<file path="src/rtl/idx_regfile_pkg.sv">
package idx_regfile_pkg;

   // Construction of a read port's selection network
   typedef enum logic [0:0] {
      RD_MUX   = 1'b0,   // indexed multiplexer
      RD_ANDOR = 1'b1    // one-hot decode, AND-OR reduction
   } rd_style_e;

   function automatic int unsigned addr_bits(input int unsigned depth);
      return (depth < 2) ? 1 : $clog2(depth);
   endfunction

endpackage

</file>
<file path="src/rtl/rf_entry.sv">
module rf_entry #(
   parameter int unsigned         DATA_W   = 32,
   parameter logic [DATA_W-1:0]   INIT_VAL = '0
) (
   input  logic              clk,
   input  logic              rst_n,
   input  logic              we,
   input  logic [DATA_W-1:0] d,
   output logic [DATA_W-1:0] q
);

   always_ff @(posedge clk or negedge rst_n) begin
      if (!rst_n)   q <= INIT_VAL;
      else if (we)  q <= d;
   end

   // The first edge after reset release must still see the index value
   AST_RESET_INDEX: assert property (@(posedge clk) disable iff (!rst_n)
      $rose(rst_n) |-> (q == INIT_VAL));

   // An entry that is not selected must keep its word
   AST_IDLE_KEEP: assert property (@(posedge clk) disable iff (!rst_n)
      !we |=> $stable(q));

endmodule

</file>
<file path="src/rtl/rf_wr_decode.sv">
module rf_wr_decode #(
   parameter int unsigned DEPTH  = 32,
   parameter int unsigned ADDR_W = 5
) (
   input  logic              en,
   input  logic [ADDR_W-1:0] addr,
   output logic [DEPTH-1:0]  sel
);

   for (genvar i = 0; i < DEPTH; i++) begin : g_sel
      assign sel[i] = en && (addr == ADDR_W'(i));
   end

endmodule

</file>
<file path="src/rtl/rf_read_port.sv">
module rf_read_port
   import idx_regfile_pkg::*;
#(
   parameter int unsigned DATA_W   = 32,
   parameter int unsigned DEPTH    = 32,
   parameter int unsigned ADDR_W   = 5,
   parameter rd_style_e   RD_STYLE = RD_MUX
) (
   input  logic [DEPTH-1:0][DATA_W-1:0] regs,
   input  logic [ADDR_W-1:0]            addr,
   output logic [DATA_W-1:0]            data
);

   if (RD_STYLE == RD_MUX) begin : g_mux
      assign data = regs[addr];
   end else begin : g_andor
      always_comb begin
         data = '0;
         for (int i = 0; i < DEPTH; i++) begin
            data = data | (regs[i] & {DATA_W{addr == ADDR_W'(i)}});
         end
      end
   end

endmodule

</file>
<file path="src/rtl/idx_regfile.sv">
module idx_regfile
   import idx_regfile_pkg::*;
#(
   parameter int unsigned DATA_W    = 32,
   parameter int unsigned DEPTH     = 32,
   parameter int unsigned PROBE_IDX = 1,
   parameter rd_style_e   RD_STYLE  = RD_MUX,
   localparam int unsigned ADDR_W   = addr_bits(DEPTH)
) (
   input  logic              clk,
   input  logic              rst_n,
   input  logic [ADDR_W-1:0] rd_addr_a,
   input  logic [ADDR_W-1:0] rd_addr_b,
   input  logic [ADDR_W-1:0] wr_addr,
   input  logic [DATA_W-1:0] wr_data,
   input  logic              wr_en,
   output logic [DATA_W-1:0] rd_data_a,
   output logic [DATA_W-1:0] rd_data_b,
   output logic [DATA_W-1:0] probe_data
);

   // ---------------- elaboration-time parameter checks ----------------
   if (DEPTH < 2) begin : g_chk_depth
      $error("idx_regfile: DEPTH must be at least 2");
   end
   if ((1 << ADDR_W) != DEPTH) begin : g_chk_pow2
      $error("idx_regfile: DEPTH must be a power of two");
   end
   if (PROBE_IDX >= DEPTH) begin : g_chk_probe
      $error("idx_regfile: PROBE_IDX outside the array");
   end
   if (DATA_W < ADDR_W) begin : g_chk_width
      $error("idx_regfile: DATA_W too narrow to hold every index");
   end

   // ---------------- write decode ----------------
   logic [DEPTH-1:0] wr_sel;

   rf_wr_decode #(
      .DEPTH  (DEPTH),
      .ADDR_W (ADDR_W)
   ) u_wr_decode (
      .en   (wr_en),
      .addr (wr_addr),
      .sel  (wr_sel)
   );

   // ---------------- storage, entry i resets to i ----------------
   logic [DEPTH-1:0][DATA_W-1:0] store;

   for (genvar i = 0; i < DEPTH; i++) begin : g_entry
      rf_entry #(
         .DATA_W   (DATA_W),
         .INIT_VAL (DATA_W'(i))
      ) u_entry (
         .clk   (clk),
         .rst_n (rst_n),
         .we    (wr_sel[i]),
         .d     (wr_data),
         .q     (store[i])
      );
   end

   // ---------------- read ports ----------------
   rf_read_port #(
      .DATA_W   (DATA_W),
      .DEPTH    (DEPTH),
      .ADDR_W   (ADDR_W),
      .RD_STYLE (RD_STYLE)
   ) u_rd_a (
      .regs (store),
      .addr (rd_addr_a),
      .data (rd_data_a)
   );

   rf_read_port #(
      .DATA_W   (DATA_W),
      .DEPTH    (DEPTH),
      .ADDR_W   (ADDR_W),
      .RD_STYLE (RD_STYLE)
   ) u_rd_b (
      .regs (store),
      .addr (rd_addr_b),
      .data (rd_data_b)
   );

   assign probe_data = store[PROBE_IDX];

   // ---------------- assertions ----------------
   AST_WRITE_LANDS: assert property (@(posedge clk) disable iff (!rst_n)
      wr_en |=> ((rd_addr_a != $past(wr_addr)) || (rd_data_a == $past(wr_data))));

   AST_HOLD_IDLE: assert property (@(posedge clk) disable iff (!rst_n)
      !wr_en |=> $stable(probe_data));

   AST_PROBE_MIRROR: assert property (@(posedge clk) disable iff (!rst_n)
      (rd_addr_b == ADDR_W'(PROBE_IDX)) |-> (rd_data_b == probe_data));

   AST_PORTS_AGREE: assert property (@(posedge clk) disable iff (!rst_n)
      (rd_addr_a == rd_addr_b) |-> (rd_data_a == rd_data_b));

   AST_ONE_TARGET: assert property (@(posedge clk) disable iff (!rst_n)
      $onehot0(wr_sel));

endmodule

</file>
<file path="config.mk">
export PLATFORM = sky130hd
export DESIGN_NAME = idx_regfile
export DESIGN_NICKNAME = d
export VERILOG_FILES = /design/src/rtl/idx_regfile_pkg.sv /design/src/rtl/rf_entry.sv /design/src/rtl/rf_wr_decode.sv /design/src/rtl/rf_read_port.sv /design/src/rtl/idx_regfile.sv
export SDC_FILE = /design/constraint.sdc
export NUM_CORES = 2
export LEC_CHECK = 0
export ABC_AREA = 1
export BUFFER_PORTS_ARGS = -buffer_cell sky130_fd_sc_hd__buf_2
export CAP_MARGIN = 20
export CELL_PAD_IN_SITES_DETAIL_PLACEMENT = 1
export CELL_PAD_IN_SITES_GLOBAL_PLACEMENT = 2
export CORE_AREA = 2 2 385 387
export DETAILED_ROUTE_END_ITERATION = 10
export DIE_AREA = 0 0 387 389
export HOLD_SLACK_MARGIN = 0.02
export PLACE_DENSITY_LB_ADDON = 0.08
export SLEW_MARGIN = 15
export SYNTH_ARGS = -nofsm -noshare
export SYNTH_HDL_FRONTEND = slang
export SYNTH_SLANG_ARGS = --single-unit
</file>
<file path="constraint.sdc">
create_clock -name clk -period 3 [get_ports clk]
set_clock_uncertainty 0.2 [all_clocks]
set_input_delay 0.15 -clock clk [delete_from_list [all_inputs] [get_ports clk]]
set_output_delay 0.15 -clock clk [all_outputs]
set_load 0.01 [all_outputs]
</file>
* After elaboration in Yosys (flattened, before gate mapping) *
Cells that the tools add are included.

word-level totals
  register bits after elaboration = 1,024
  latch bits = 0
  RAM bits = 0
  ROM bits = 0
  output and inout bits = 96
  logic and storage cells = 102
  memories kept = 0

cells by class
  add/sub/neg operators = 0
  multiply operators = 0
  divide/modulo/power cells = 0
  order comparisons = 2
  equal/unequal tests = 31
  shift-type cells = 0
  muxes and demuxes = 4
  bitwise gates (word level) = 0
  reductions and logical operators = 33

operators with widths
  operator            count
  $bmux 32 s5         2
  $eq 5x5->1 const B  16
  $mux 32             2
  $eq 5x4->1 const B  8
  $logic_and 1x1->1   32
  $eq 5x3->1 const B  4
  $lt 5x6->1 const B  2
  $eq 5x2->1 const B  2
  $eq 5x1->1 const B  1
  $logic_not 5->1     1

* Logic depth before layout (Yosys ltp) *
  depth in word-level cells = 2
  depth in mapped cells = 12
  depth with buffers taken out = 9

* By module *
Synthesis repeated with hierarchy kept, for this count alone.

unflattened totals
  cell total of the unflattened synthesis = 9,281
  area, all modules = 63,319.5 sq um

modules (own cells, without submodules)
  module                               times used  cells an instance  area each (sq um)  seq. area each (sq um)
  rf_read_port                         2           2,431              10,796.6           0.0
  rf_entry at g_entry[11].u_entry ...  10          136                1,296.2            804.5
  rf_entry at g_entry[10].u_entry ...  10          136                1,295.0            803.3
  rf_entry at g_entry[15].u_entry ...  5           136                1,297.5            805.8
  rf_entry at g_entry[16].u_entry ...  5           136                1,293.7            802.0
  rf_entry at g_entry[31].u_entry      1           136                1,298.7            807.0
  rf_entry at g_entry[0].u_entry       1           136                1,292.5            800.8
  rf_wr_decode                         1           67                 266.5              0.0

* Worst setup path before layout *
No wires, ideal clock.

  path kind = input -> output
  from = in rd_addr_b[0]
  to = out rd_data_b[13]
  arrival time = 1,226 ps
  data required time = 2,650 ps
  path slack = 1,424 ps
  stages = 11
  buffers on the path = 3
  path through = buf_4 -> buf_2 -> clkbuf_1 -> nand2_1 -> nand3_1 -> nand3_1 -> nand2_1 -> nand2_1 -> nand2_1 -> nand2_1 -> nand2_1

on the way
  word-level cells in the longest chain between the ends = 2

RTL lines
  item                           RTL line            text
  from (decl)                    idx_regfile.sv:13   input logic [ADDR_W-1:0] rd_addr_b,
  $bmux 32 s5                    rf_read_port.sv:15  assign data = regs[addr];
  $mux 32 (implied by the code)  rf_read_port.sv:15
  to (decl)                      idx_regfile.sv:18   output logic [DATA_W-1:0] rd_data_b,

No other way between the ends. The select of a mux whose other input is x is not followed.

* Final worst setup path *
  from = in wr_addr[4]
  to = reg g_entry[12].u_entry.q[18]

on the way
  word-level cells in the longest chain between the ends = 2

RTL lines
  item                  RTL line            text
  from (decl)           idx_regfile.sv:14   input logic [ADDR_W-1:0] wr_addr,
  $eq 5x4->1            rf_wr_decode.sv:11  assign sel[i] = en && (addr == ADDR_W'(i));
  $logic_and 1x1->1     rf_wr_decode.sv:11
  to (signal assigned)  rf_entry.sv:13      if (!rst_n) q <= INIT_VAL;
  to (signal assigned)  rf_entry.sv:14      else if (we) q <= d;
  to (decl)             rf_entry.sv:9       output logic [DATA_W-1:0] q

No other way between the ends.
A chain may end at the register's enable or synchronous reset.

==> reports/summary.md <==
The run finished with clean final reports. The wire-length estimate of the detail-placed layout is 151 mm. In this run the tool buffered the top-level ports with 145 buffer cells. The overall fraction of global-route tracks in use is 0.345.

The leading cell type in the layout, fill and taps excluded was nand2_1. In the routed design, unresolved DRC markers number 0. The logs give 0.255 for the headroom to the max-slew limit and 0 ns for the total negative slack. Before antenna repair, the detailed router went through 5 iterations. The first global-routing pass estimated 395 mm of wire. The sequential cells in the finished layout cover a total of 25700 um^2. The routability congestion estimate from global placement came out at 0.815. Synthesis produced a netlist with a net count of 8369. For the count of distinct cell types in the synthesized netlist, the log shows 16. The tools report the starting density of the core as 0.388.

The signal on the critical path passes through dlygate4sd3_1 > buf_2 > nor2_4 > dlygate4sd3_1 > nand3_4 > buf_12 > nand2_1 > o21ai_0. The fraction of final layout cells with drive strength greater than 1 is 0.0875, and the number of fill cells in the layout is 18400. At the later pin of the worst-skew pair, clock insertion delay measures 0.76 ns. The maximum buffer depth of the clock tree is 3.

TritonCTS built the clock tree. Post-CTS repair changed the size of 0 cells. The routed length per placed instance came out at 25.6 um. The count of pins over their slew limit was 0. The slowest stage of the critical path belongs to the cell dlygate4sd3_1.

Counting every instance in the synthesized netlist gives 8319. Of all nets on the critical path, the largest fanout is 40. In the final design database the tool counted 8210 nets. The number of buffers created by CTS is 132, and the number of maximum-capacitance constraint violations is 0. The maximum number of pins on one net before global-route repair came out at 106.

The final core utilization is 0.444. The number of top-level pins is 146. The tools report the maximum achievable frequency as 361 MHz. After global routing, the most crowded layer is met2. Wires add up to 261 mm. The run gives 28000 um^2 as the total area of multi-input combinational cells. Type of the tightest min-delay check: in -> reg. The count of buffers added by post-CTS timing repair for setup is 0.

In the final layout, the registers with the most flip-flops are g_entry.u_entry.q: 1024 flops. The run gives 0 as the final number of setup-violating endpoints. The number of sinks on the clock net is 1024, and the final-report hold violation count is 0. The reported leakage power is 31.0 nW, and the proportion of netlist area held by the largest area contributor is 0.416. Leaving out fill and tap cells, the most frequent cells in the layout are nand2_1 (3909), nand3_1 (1536), o21ai_0 (1016), dfrtp_1 (944), buf_4 (146). After global routing the overflow that remains totals 0. The via density per instance was 5.78; the number of warnings printed during yosys synthesis was 0.

The portion of the clock cycle consumed by the worst path in the final layout was 0.922; the post-synthesis sequential element count was 1024. In this run the remaining antenna-violating nets after routing total 0. Yosys attributes the largest share of cell area to dfrtp_1 (42%), nand2_1 (26%), nand3_1 (14%). The tools report the final-layout worst hold slack as 0.0748 ns.

Ranked by flip-flop count, first place goes to g_entry.u_entry.q. CTS placed an instance of clkbuf_16 at the clock tree root. The violation count after the first detailed-route iteration was 4987.

The kind of launch point of the worst setup path is a primary input. The met3 layer usage reported by global route came out at 0.0526. The largest total area in the synthesized netlist belongs to dfrtp_1. Across the VDD grid, the largest voltage drop is 0.000539 V.

For this design the ratio of total power to cell area is 669 nW/um^2. For the met2 usage in global routing, the log shows 0.530. Buffers inserted to repair hold after CTS numbered 32. The logs give 141 for the row count and 0.493 for the fraction of met1 tracks used by global routing. For the sequential-to-total area share from yosys stat, the log shows 0.453.

The maximum cell stage delay along the critical path came out at 0.84 ns. The minimum clock period is 2.77 ns, and the per-instance average area after synthesis is 6.83 um^2. At the worst endpoint, the required time is 3.40 ns. Setup repair after global routing left no endpoint under its margin.

Compared with the post-synthesis result, the final layout area differs by 14.6%. The final route contains 58900 vias. The H-tree generated during clock tree synthesis spans 4 levels. The number of antenna violations at the first check in global routing is 7, and the cell area after synthesis is 56800 um^2. The type of the worst setup path is in -> reg. The kind of cell adding the most delay to the critical path is buffers and inverters. Data on the critical path arrives at its endpoint at 3.17 ns. Total power for the finished layout comes to 0.0436 W. The core footprint was 147000 um^2; the total buffers and inverters traversed by the critical path was 4. For the die area, the log shows 151000 um^2.

At the pin with the least slew margin, the transition time is 1.12 ns. Via count of the first global-routing pass: 59900. The cell with the most instances on the worst path is dlygate4sd3_1. The die is 389 um tall. STA classifies the critical path endpoint as a flip-flop. The clock-pin slew on the worst setup and hold paths is 0.06 ns, and the number of flip-flops in the largest register is 1024.

The overall die width is 387 um.
[cells in the mapped netlist, drive strengths merged]
| library cell | n |
|---|---|
| buf | 354 |
| dfrtp | 944 |
| o21ai | 1024 |
| nand3 | 1542 |
| or2 | 2 |
| nor2 | 16 |
| dfstp | 80 |
| nand2 | 3935 |
| inv | 50 |
| clkbuf | 372 |
[logic make-up (layout without fill, tap and decap cells)]
logic type,after synthesis,after routing,share of synthesized area
compound gates,1024,1024,0.0902
buf+inv,776,719,0.0592
flops,1024,1024,0.453
other cells,0,1,0
simple gates,5495,5495,0.398
[worst paths after layout]
| check | slack (ns) | endpoint | from | cells after the start |
|---|---|---|---|---|
| max reg2reg | 1.86 | g_entry[1].u_entry.q[0] | g_entry[1].u_entry.q[0] | 2 |
| min | 0.07 | g_entry[3].u_entry.q[0] | wr_addr[2] | 5 |
| max | 0.23 | g_entry[12].u_entry.q[18] | wr_addr[4] | 8 |
| min reg2reg | 0.30 | g_entry[14].u_entry.q[1] | g_entry[14].u_entry.q[1] | 2 |
| max in group asynchronous | 1.78 | g_entry[15].u_entry.q[25] | rst_n | 3 |
| min in group asynchronous | 0.11 | g_entry[15].u_entry.q[1] | rst_n | 2 |
[where the power goes]
| group | switching [W] | leakage [nW] | internal, W | total (W) |
|---|---|---|---|---|
| combinational | 0.00555 | 15.8 | 0.00313 | 0.00868 |
| clock | 0.00655 | 2.13 | 0.00963 | 0.0162 |
| sequential | 0.00218 | 13.1 | 0.0166 | 0.0187 |
[cell type report]
type | instances | area share
diodes | 1 | 0.0000384
clock buffers | 207 | 0.0619
clock inverters | 29 | 0.00440
inverters | 50 | 0.00365
multi-input cells | 6519 | 0.430
flip-flops and latches | 1024 | 0.395
well taps | 1930 | 0.0371
repair buffers | 433 | 0.0683
[worst reg2reg max path, delay by kind of cell, from the launching register on]
kind	cells	cell delay, ns
and+or+nand+nor	1	0.08
AOI/OAI and AO/OA	1	0.09
DFF	1	0.68
[through the flow]
| stage | setup WS (ns) | cells | cell area [um^2] |
|---|---|---|---|
| after global placement | 0.479 | 9915 | 60300 |
| after global routing | 0.147 | 10200 | 65100 |
| after CTS | 0.263 | 10200 | 64900 |
| after floorplan | 1.42 | 8319 | 56800 |
| after detailed placement | 0.488 | 9915 | 60300 |
| final | 0.233 | 10200 | 65100 |
[metal layers]
| metal | part of all wire | up-vias |
|---|---|---|
| li1 | - | 26700 |
| met1 | 0.46 | 29700 |
| met2 | 0.44 | 1991 |
| met3 | 0.066 | 460 |
| met4 | 0.035 | 6 |
| met5 | 0.00015 | - |
Power figures use the tool's default switching activity.
